<file path="config.mk">
export PLATFORM = sky130hd
export DESIGN_NAME = bridge_cmd_decoder
export DESIGN_NICKNAME = d
export VERILOG_FILES = /design/src/rtl/bridge_cmd_pkg.sv /design/src/rtl/bc_standby_ctl.sv /design/src/rtl/bc_gate_sel.sv /design/src/rtl/bc_gate_reg.sv /design/src/rtl/bridge_cmd_decoder.sv
export SDC_FILE = /design/constraint.sdc
export NUM_CORES = 1
export LEC_CHECK = 0
export ABC_CLOCK_PERIOD_IN_PS = 3430
export BUFFER_PORTS_ARGS = -buffer_cell sky130_fd_sc_hd__buf_2
export CAP_MARGIN = 30
export CORE_UTILIZATION = 59
export CTS_CLUSTER_DIAMETER = 60
export DETAILED_ROUTE_END_ITERATION = 10
export GPL_TIMING_DRIVEN = 0
export PLACE_DENSITY = 0.78
export SLEW_MARGIN = 20
export SYNTH_ARGS = -nofsm -noshare
export SYNTH_HDL_FRONTEND = slang
export SYNTH_HIERARCHICAL = 1
export SYNTH_SLANG_ARGS = --single-unit
</file>
<file path="constraint.sdc">
create_clock -name clk -period 3.43 [get_ports clk]
set_clock_uncertainty 0.1 [all_clocks]
set_input_delay 0.5145 -clock clk [delete_from_list [all_inputs] [get_ports clk]]
set_output_delay 0.5145 -clock clk [all_outputs]
set_load 0.01 [all_outputs]
</file>
<file path="src/rtl/bridge_cmd_pkg.sv">
package bridge_cmd_pkg;

    // Command encoding is {cmd_a, cmd_b}
    typedef enum logic [1:0] {
        MODE_COAST = 2'b00,
        MODE_REV   = 2'b01,
        MODE_FWD   = 2'b10,
        MODE_BRAKE = 2'b11
    } bridge_mode_e;

    typedef struct packed {
        logic hi;
        logic lo;
    } leg_gate_t;

    // Packed order: {a.hi, a.lo, b.hi, b.lo}
    typedef struct packed {
        leg_gate_t leg_a;
        leg_gate_t leg_b;
    } bridge_gate_t;

    localparam int NUM_LEGS = 2;
    localparam leg_gate_t LEG_OFF  = '{hi: 1'b0, lo: 1'b0};
    localparam leg_gate_t LEG_HIGH = '{hi: 1'b1, lo: 1'b0};
    localparam leg_gate_t LEG_LOW  = '{hi: 1'b0, lo: 1'b1};

    function automatic bridge_mode_e to_mode(input logic a, input logic b);
        return bridge_mode_e'({a, b});
    endfunction

    function automatic int unsigned us_to_cycles(input int unsigned hz,
                                                 input int unsigned us);
        int unsigned c;
        c = (hz / 1_000_000) * us;
        return (c == 0) ? 1 : c;
    endfunction

    // Static drive of one leg for a mode; leg 0 is A, leg 1 is B
    function automatic leg_gate_t static_leg(input bridge_mode_e m, input int leg);
        leg_gate_t r;
        case (m)
            MODE_FWD:   r = (leg == 0) ? LEG_HIGH : LEG_LOW;
            MODE_REV:   r = (leg == 0) ? LEG_LOW  : LEG_HIGH;
            MODE_BRAKE: r = LEG_LOW;
            default:    r = LEG_OFF;
        endcase
        return r;
    endfunction

    // True when this leg is the one pulled high by the mode
    function automatic logic is_driven_leg(input bridge_mode_e m, input int leg);
        return ((m == MODE_FWD) && (leg == 0)) || ((m == MODE_REV) && (leg == 1));
    endfunction

    // Never let both switches of one leg conduct
    function automatic leg_gate_t guard_leg(input leg_gate_t l);
        return (l.hi && l.lo) ? LEG_OFF : l;
    endfunction

endpackage

</file>
<file path="src/rtl/bc_standby_ctl.sv">
module bc_standby_ctl
    import bridge_cmd_pkg::*;
#(
    parameter int unsigned STBY_CYC = 50000,
    parameter int unsigned WAKE_CYC = 10000
) (
    input  logic         clk,
    input  logic         rst,
    input  bridge_mode_e mode,
    output logic         standby_q,
    output logic         hold_active,
    output logic         wake_pulse_q
);
    localparam int STBY_W = $clog2(STBY_CYC + 1);
    localparam int HOLD_W = $clog2(WAKE_CYC + 1);
    localparam logic [STBY_W-1:0] STBY_LAST = STBY_W'(STBY_CYC - 1);
    localparam logic [HOLD_W-1:0] HOLD_LOAD = HOLD_W'(WAKE_CYC);

    logic [STBY_W-1:0] coast_cnt;
    logic [HOLD_W-1:0] hold_cnt;
    logic              coast;

    assign coast       = (mode == MODE_COAST);
    assign hold_active = (hold_cnt != '0);

    always_ff @(posedge clk) begin
        if (rst) begin
            coast_cnt    <= '0;
            hold_cnt     <= '0;
            standby_q    <= 1'b0;
            wake_pulse_q <= 1'b0;
        end else begin
            wake_pulse_q <= 1'b0;
            if (hold_cnt != '0)
                hold_cnt <= hold_cnt - 1'b1;
            if (standby_q) begin
                if (!coast) begin
                    standby_q    <= 1'b0;
                    wake_pulse_q <= 1'b1;
                    hold_cnt     <= HOLD_LOAD;
                end
            end else if (coast) begin
                if (coast_cnt == STBY_LAST) begin
                    standby_q <= 1'b1;
                    coast_cnt <= '0;
                end else begin
                    coast_cnt <= coast_cnt + 1'b1;
                end
            end else begin
                coast_cnt <= '0;
            end
        end
    end


    stby_from_coast_chk: assert property (@(posedge clk) disable iff (rst)
        $rose(standby_q) |-> $past(mode == MODE_COAST));


    wake_on_exit_chk: assert property (@(posedge clk) disable iff (rst)
        $fell(standby_q) |-> wake_pulse_q);


    wake_single_chk: assert property (@(posedge clk) disable iff (rst)
        wake_pulse_q |=> !wake_pulse_q);


    hold_after_wake_chk: assert property (@(posedge clk) disable iff (rst)
        wake_pulse_q |-> hold_active);

endmodule

</file>
<file path="src/rtl/bc_gate_sel.sv">
module bc_gate_sel
    import bridge_cmd_pkg::*;
(
    input  bridge_mode_e mode,
    input  logic         trip_active,
    input  leg_gate_t    chop_leg,
    input  logic         block,
    output bridge_gate_t gate_next
);
    leg_gate_t leg_sel [NUM_LEGS];

    for (genvar g = 0; g < NUM_LEGS; g++) begin : g_leg
        always_comb begin
            if (block)
                leg_sel[g] = LEG_OFF;
            else if (trip_active && is_driven_leg(mode, g))
                leg_sel[g] = guard_leg(chop_leg);
            else
                leg_sel[g] = static_leg(mode, g);
        end
    end

    assign gate_next.leg_a = leg_sel[0];
    assign gate_next.leg_b = leg_sel[1];

endmodule

</file>
<file path="src/rtl/bc_gate_reg.sv">
module bc_gate_reg
    import bridge_cmd_pkg::*;
(
    input  logic         clk,
    input  logic         rst,
    input  bridge_gate_t gate_next,
    output bridge_gate_t gate_q
);
    always_ff @(posedge clk) begin
        if (rst)
            gate_q <= '0;
        else
            gate_q <= gate_next;
    end


    leg_a_excl_chk: assert property (@(posedge clk) disable iff (rst)
        !(gate_q.leg_a.hi && gate_q.leg_a.lo));


    leg_b_excl_chk: assert property (@(posedge clk) disable iff (rst)
        !(gate_q.leg_b.hi && gate_q.leg_b.lo));

endmodule

</file>
<file path="src/rtl/bridge_cmd_decoder.sv">
module bridge_cmd_decoder
    import bridge_cmd_pkg::*;
#(
    parameter int unsigned CLK_HZ     = 50_000_000,
    parameter int unsigned STANDBY_US = 1000,
    parameter int unsigned WAKEUP_US  = 200
) (
    input  logic clk,
    input  logic rst,
    input  logic cmd_a,
    input  logic cmd_b,
    input  logic fault_kill,
    input  logic trip_active,
    input  logic chop_hi,
    input  logic chop_lo,
    output logic gate_a_hi,
    output logic gate_a_lo,
    output logic gate_b_hi,
    output logic gate_b_lo,
    output logic standby,
    output logic wake_pulse
);
    localparam int unsigned STBY_CYC = us_to_cycles(CLK_HZ, STANDBY_US);
    localparam int unsigned WAKE_CYC = us_to_cycles(CLK_HZ, WAKEUP_US);

    bridge_mode_e mode;
    leg_gate_t    chop_leg;
    logic         standby_q;
    logic         hold_active;
    logic         wake_q;
    logic         block;
    bridge_gate_t gate_next;
    bridge_gate_t gate_q;

    assign mode     = to_mode(cmd_a, cmd_b);
    assign chop_leg = '{hi: chop_hi, lo: chop_lo};
    assign block    = fault_kill || standby_q || hold_active;

    bc_standby_ctl #(
        .STBY_CYC(STBY_CYC),
        .WAKE_CYC(WAKE_CYC)
    ) u_standby (
        .clk         (clk),
        .rst         (rst),
        .mode        (mode),
        .standby_q   (standby_q),
        .hold_active (hold_active),
        .wake_pulse_q(wake_q)
    );

    bc_gate_sel u_sel (
        .mode       (mode),
        .trip_active(trip_active),
        .chop_leg   (chop_leg),
        .block      (block),
        .gate_next  (gate_next)
    );

    bc_gate_reg u_reg (
        .clk      (clk),
        .rst      (rst),
        .gate_next(gate_next),
        .gate_q   (gate_q)
    );

    assign gate_a_hi  = gate_q.leg_a.hi;
    assign gate_a_lo  = gate_q.leg_a.lo;
    assign gate_b_hi  = gate_q.leg_b.hi;
    assign gate_b_lo  = gate_q.leg_b.lo;
    assign standby    = standby_q;
    assign wake_pulse = wake_q;


    fault_kill_chk: assert property (@(posedge clk) disable iff (rst)
        fault_kill |=> (gate_q == '0));


    settle_off_chk: assert property (@(posedge clk) disable iff (rst)
        (standby_q || hold_active) |=> (gate_q == '0));


    fwd_drive_chk: assert property (@(posedge clk) disable iff (rst)
        (mode == MODE_FWD && !block && !trip_active) |=> (gate_q == 4'b1001));


    fwd_chop_chk: assert property (@(posedge clk) disable iff (rst)
        (mode == MODE_FWD && !block && trip_active && chop_hi && !chop_lo)
        |=> (gate_a_hi && !gate_a_lo && gate_b_lo));

endmodule

</file>
# Yosys cells after proc, flatten, opt, wreduce, memory -nomap -nowiden
# Cells that the tools add are included.
[word_totals] reg_bits=36 word_cells=41
[classes] addsub=2 n_eq_ne=4 n_mux=15 n_bitwise=1 n_reduce_logical=11
[ops] cell="2-to-1 mux 14 bit" count=3
[ops] cell="2-to-1 mux 16 bit" count=2
[ops] cell="adder 16 x 1 -> 16 bit, second input constant" count=1
[ops] cell="== test 16 bit, second input constant" count=1
[ops] cell="nonzero test 14 bit" count=1
[ops] cell="subtractor 14 x 1 -> 14 bit, second input constant" count=1
[ops] cell="case mux 2 bit (2 select lines)" count=2
[ops] cell="OR reduction 2 bit" count=4
[ops] cell="2-to-1 mux 2 bit" count=3
[ops] cell="2-to-1 mux 1 bit" count=5
[ops] cell="== test 2 bit, second input constant" count=2
[ops] cell="logical AND 1 bit" count=3
[ops] cell="== test 2 x 1 -> 1 bit, second input constant" count=1
[ops] cell="logical NOT 2 bit" count=1
[ops] cell="logical OR 1 bit" count=2
[ops] cell="inverter 1 bit" count=1

# Depth between registers and ports, before layout
[depth] word_depth=4 mapped_depth=9 depth_no_buf=8

# Modules after synthesis
# The synthesis kept the hierarchy.
[by_module_without_submodules] module="bc_standby_ctl" instances=1 cells_each=201 area_each_um2=1721.7
[by_module_without_submodules] module="bc_gate_sel" instances=1 cells_each=10 area_each_um2=106.4
[by_module_without_submodules] module="bc_gate_reg" instances=1 cells_each=8 area_each_um2=105.1
[by_module_without_submodules] module="bridge_cmd_decoder" instances=1 cells_each=1 area_each_um2=6.3

# Worst setup path after synthesis
# No wires, ideal clock.
[synth_timing] path_kind="register to register" start="register u_standby.hold_cnt[8]" end="register u_reg/gate_q[1] (netlist name)" setup_ns=0.065 arrival_time_ns=2.222 required_time_ns=3.265 path_slack_ns=1.043 path_stages_with_launch=8 n_path_buf=1 synth_period_minus_slack_ns=2.387 cell_sequence="dfxtp_1 -> nor4_1 -> and4b_1 -> buf_4 -> nand2_1 -> or3_1 -> a2111oi_4 -> nor2b_1"
[synth_between] elab_chain_len=3
[synth_lines] item="start: declaration" line="bc_standby_ctl.sv:20" source="logic [HOLD_W-1:0] hold_cnt;"
[synth_lines] item="start signal: assignment" line="bc_standby_ctl.sv:35" source="hold_cnt <= hold_cnt - 1'b1;"
[synth_lines] item="nonzero test 14 bit" line="bc_standby_ctl.sv:24" source="assign hold_active = (hold_cnt != '0);"
[synth_lines] item="net hold_active" line="bridge_cmd_decoder.sv:29" source="logic hold_active;"
[synth_lines] item="logical OR 1 bit" line="bridge_cmd_decoder.sv:37" source="assign block = fault_kill || standby_q || hold_active;"
[synth_lines] item="net block" line="bridge_cmd_decoder.sv:31" source="logic block;"
[synth_lines] item="OR reduction 2 bit (no source line)"
# The timed path passes the listed nets, and every way through them passes these cells.
# A chain may end at the register's enable or synchronous reset.

# Worst setup path after layout
[layout_timing] start="register u_standby.hold_cnt[8]" end="register u_reg/gate_q[3] (netlist name)"
[layout_between] elab_chain_len=3
[layout_lines] item="nonzero test 14 bit" line="bc_standby_ctl.sv:24"
[layout_lines] item="net hold_active" line="bridge_cmd_decoder.sv:29"
[layout_lines] item="logical OR 1 bit" line="bridge_cmd_decoder.sv:37"
[layout_lines] item="net block" line="bridge_cmd_decoder.sv:31"
[layout_lines] item="OR reduction 2 bit (no source line)"
# The timed path passes the listed nets, and every way through them passes these cells.

==> results.ini <==
[timing]
worst_pin_slew_ps = 684
min_period_ps = 2760
slew_headroom_pct = 54.0
slew_violations = 0
setup_violations = 0
hold_ws_ps = 288
tns_ps = 0
fin_ws_ps = 671
rsz0062_at_grt = false
hold_viol_final = 0
max_freq_mhz = 362
timing.final.crit_share_pct = 80.4

[setup_path]
rr_worst_depth = 7
required_ps = 3600
endpoint_kind = flip-flop
cp_max_fo = 10
start_kind = flip-flop
r2r_slack_ps = 670
reg2reg_to = u_reg/gate_q[3]$_SDFF_PP0_
worstSetupPathType = flip-flop to flip-flop
cp_data_arrival_time_ps = 2930
timing.rr.start = u_standby/hold_cnt[8]$_SDFF_PP0_

[power]
fin_total_pwr_mw = 1.39
seqPwrFrac_pct = 42.0
clkPwrFrac_pct = 16.7
leakage_nw = 0.693
combPwrFrac_pct = 41.3
power.density_mw_per_mm2 = 656
p_switching_uw = 542
p_int_uw = 847
peakVddDrop_v = 0.000512
swShare_pct = 39.0

[clocking]
cts_max_path_buffers = 2
htreeDepth = 2
clk_latency_ps = 330
clkSinkCount = 36
tritoncts = built
postCtsSetupBuffers = 0
path_clk_slew_ps = 100
cts_buffers = 5
post_cts_resized = 0
postCtsHoldBufs = 0
cts_root_buf = clkbuf_4

[placement]
port_buffers = 13
hpwl_um = 3030
post-place-ws_ps = 708
place_area_mm2 = 0.00206
place_inst = 277
place_congestion = 0.896

[global_route]
use_met2_pct = 42.7
track_usage_pct = 25.9
grt_pass1_vias = 1567
antenna_found_initial = 0
use_met1_pct = 31.8
grt_max_degree = 11
met3_usage_pct = 5.90
grt_most_used_layer = met2
grt_first_pass_wirelength_um = 6830
grt_overflow = 0

[job]
drv_cap = 0

[synth]
yosysSeqAreaShare_pct = 37.2
synthesis.area_mm2 = 0.00194
syn_inst = 220
yosysUniqueCellTypes = 52
synth.top_cell.area_share_pct = 37.2
postSynthAreaPerCell_um2 = 8.82
synth_ff_type = dfxtp_1
syn_nets = 231
ys.warnings.count = 6
yosys-top-cells-area = dfxtp_1 37%, a2111oi_4 4.3%, a21oi_1 3.4%, nor4_1 2.9%, xnor2_1 2.7%
async_flop_share_pct = 0
synth-edff-count = 0
ys_seq_elements = 36
synth_top_cell_by_area = dfxtp_1

[routing]
vias = 1755
ant_nets = 0
drtPass1Iterations = 4
drc = 0
wl_per_cell_um = 14.4
first_iter_violations = 99
drt_wl_total_um = 4120
vias_per_cell = 6.16

[die]
die-area_mm2 = 0.00352
fp.coreArea_mm2 = 0.00308
ios = 14
placementRows = 20
die_w_um = 59.3
start_util_pct = 63.0
fp.dieH_um = 59.3

[outcome]
status = complete, no violations

[finish]
antenna_cells = 0
final_cell_area_mm2 = 0.00212
nets = 251
finalNonFillerCells = 285
layout-area-overhead-vs-synth_pct = 9.23
drive_above_1_share_pct = 13.3
final_core_util_pct = 68.8

[hold_path]
hold_depth = 2
worstHoldPathType = input pin to flip-flop
hp-start = rst
whs_endpoint = u_reg/gate_q[1]$_SDFF_PP0_

==> cell usage in the layout (no fill, tap or decap), drive strengths merged, types with 6 or more instances in the layout <==
| cell type | n |
|---|---|
| a21oi | 14 |
| a31oi | 6 |
| buf | 16 |
| clkbuf | 15 |
| dfxtp | 36 |
| inv | 8 |
| nand2 | 13 |
| nand2b | 6 |
| nand3 | 10 |
| nand4 | 7 |
| nor2 | 11 |
| nor3 | 11 |
| nor4 | 9 |
| o21ai | 9 |
| or3 | 8 |
| xnor2 | 6 |
==> worst max-delay path, stage by stage, from the launching register on <==
cell and delay [ps]:
dfxtp_1 370, nor4_1 640, and4b_1 360, buf_4 190, nand2_1 100, or3_1 450, a2111oi_4 330, nor2b_1 150
==> Yosys cell counts, drive strengths merged (3+ instances only) <==
master / number
nand2: 13
nor2b: 5
nand2b: 6
o21ai: 9
ha: 3
nand4b: 5
nor4: 9
nor2: 11
a2111oi: 5
xnor2: 6
clkbuf: 7
or3: 8
a31oi: 6
nand4: 7
nor3: 11
dfxtp: 36
a211oi: 3
a21oi: 14
or4: 4
inv: 8
o31ai: 3
buf: 3
nand3: 10
==> area by class of cell <==
| class | count | area [um2] |
|---|---|---|
| multi-input combinational | 166 | 1140 |
| fill | 260 | 960 |
| buffer | 10 | 50.0 |
| inverter | 8 | 30.0 |
| sequential | 36 | 721 |
| timing repair buffer | 13 | 65.1 |
| tap | 44 | 55.1 |
| clock buffer | 8 | 58.8 |
==> power groups by stage <==
stage / registers (mW) / clock network (mW) / logic, mW
final: 0.584 / 0.232 / 0.574
after floorplan: 0.569 / 0 / 0.454
after global routing: 0.595 / 0.261 / 0.638
after CTS: 0.581 / 0.240 / 0.570
after global placement: 0.582 / 0 / 0.543
after detailed placement: 0.589 / 0 / 0.568
==> worst max path at each step <==
stage,end,slack (ps),start,cells after the start
6_report,u_reg/gate_q[3]$_SDFF_PP0_,670,u_standby/hold_cnt[8]$_SDFF_PP0_,7
5_1_grt,u_reg/gate_q[0]$_SDFF_PP0_,420,u_standby/hold_cnt[8]$_SDFF_PP0_,8
4_1_cts,u_reg/gate_q[3]$_SDFF_PP0_,680,u_standby/hold_cnt[8]$_SDFF_PP0_,7
3_5_place_dp,u_reg/gate_q[3]$_SDFF_PP0_,710,u_standby/hold_cnt[8]$_SDFF_PP0_,7
3_3_place_gp,u_reg/gate_q[1]$_SDFF_PP0_,730,u_standby/hold_cnt[8]$_SDFF_PP0_,7
2_1_floorplan,u_reg/gate_q[1]$_SDFF_PP0_,1040,u_standby/hold_cnt[8]$_SDFF_PP0_,7
==> routing by layer <==
metal	routed length, um	share of wire (%)	vias to the layer above
met4	89	2.2	0
li1	-	-	875
met1	1920	47	833
met2	1970	48	37
met3	137	3.3	10
met5	0	0	-
==> logic make-up after synthesis <==
family          after synthesis  synth area share, %
xor+xnor                      7                 3.16
flops                        36                 37.2
compound gates               50                 20.2
fa+ha+maj                     3                 1.94
buf+inv                      18                 4.13
mux                           2                 1.03
simple gates                104                 32.4
==> sequential cells by signal (all words and copies together) (netlist names) <==
signal,flops
u_standby/coast_cnt,16
u_standby/hold_cnt,14
u_reg/gate_q,4
u_standby/standby_q,1
u_standby/wake_pulse_q,1
(Power assumes the default switching activity.)
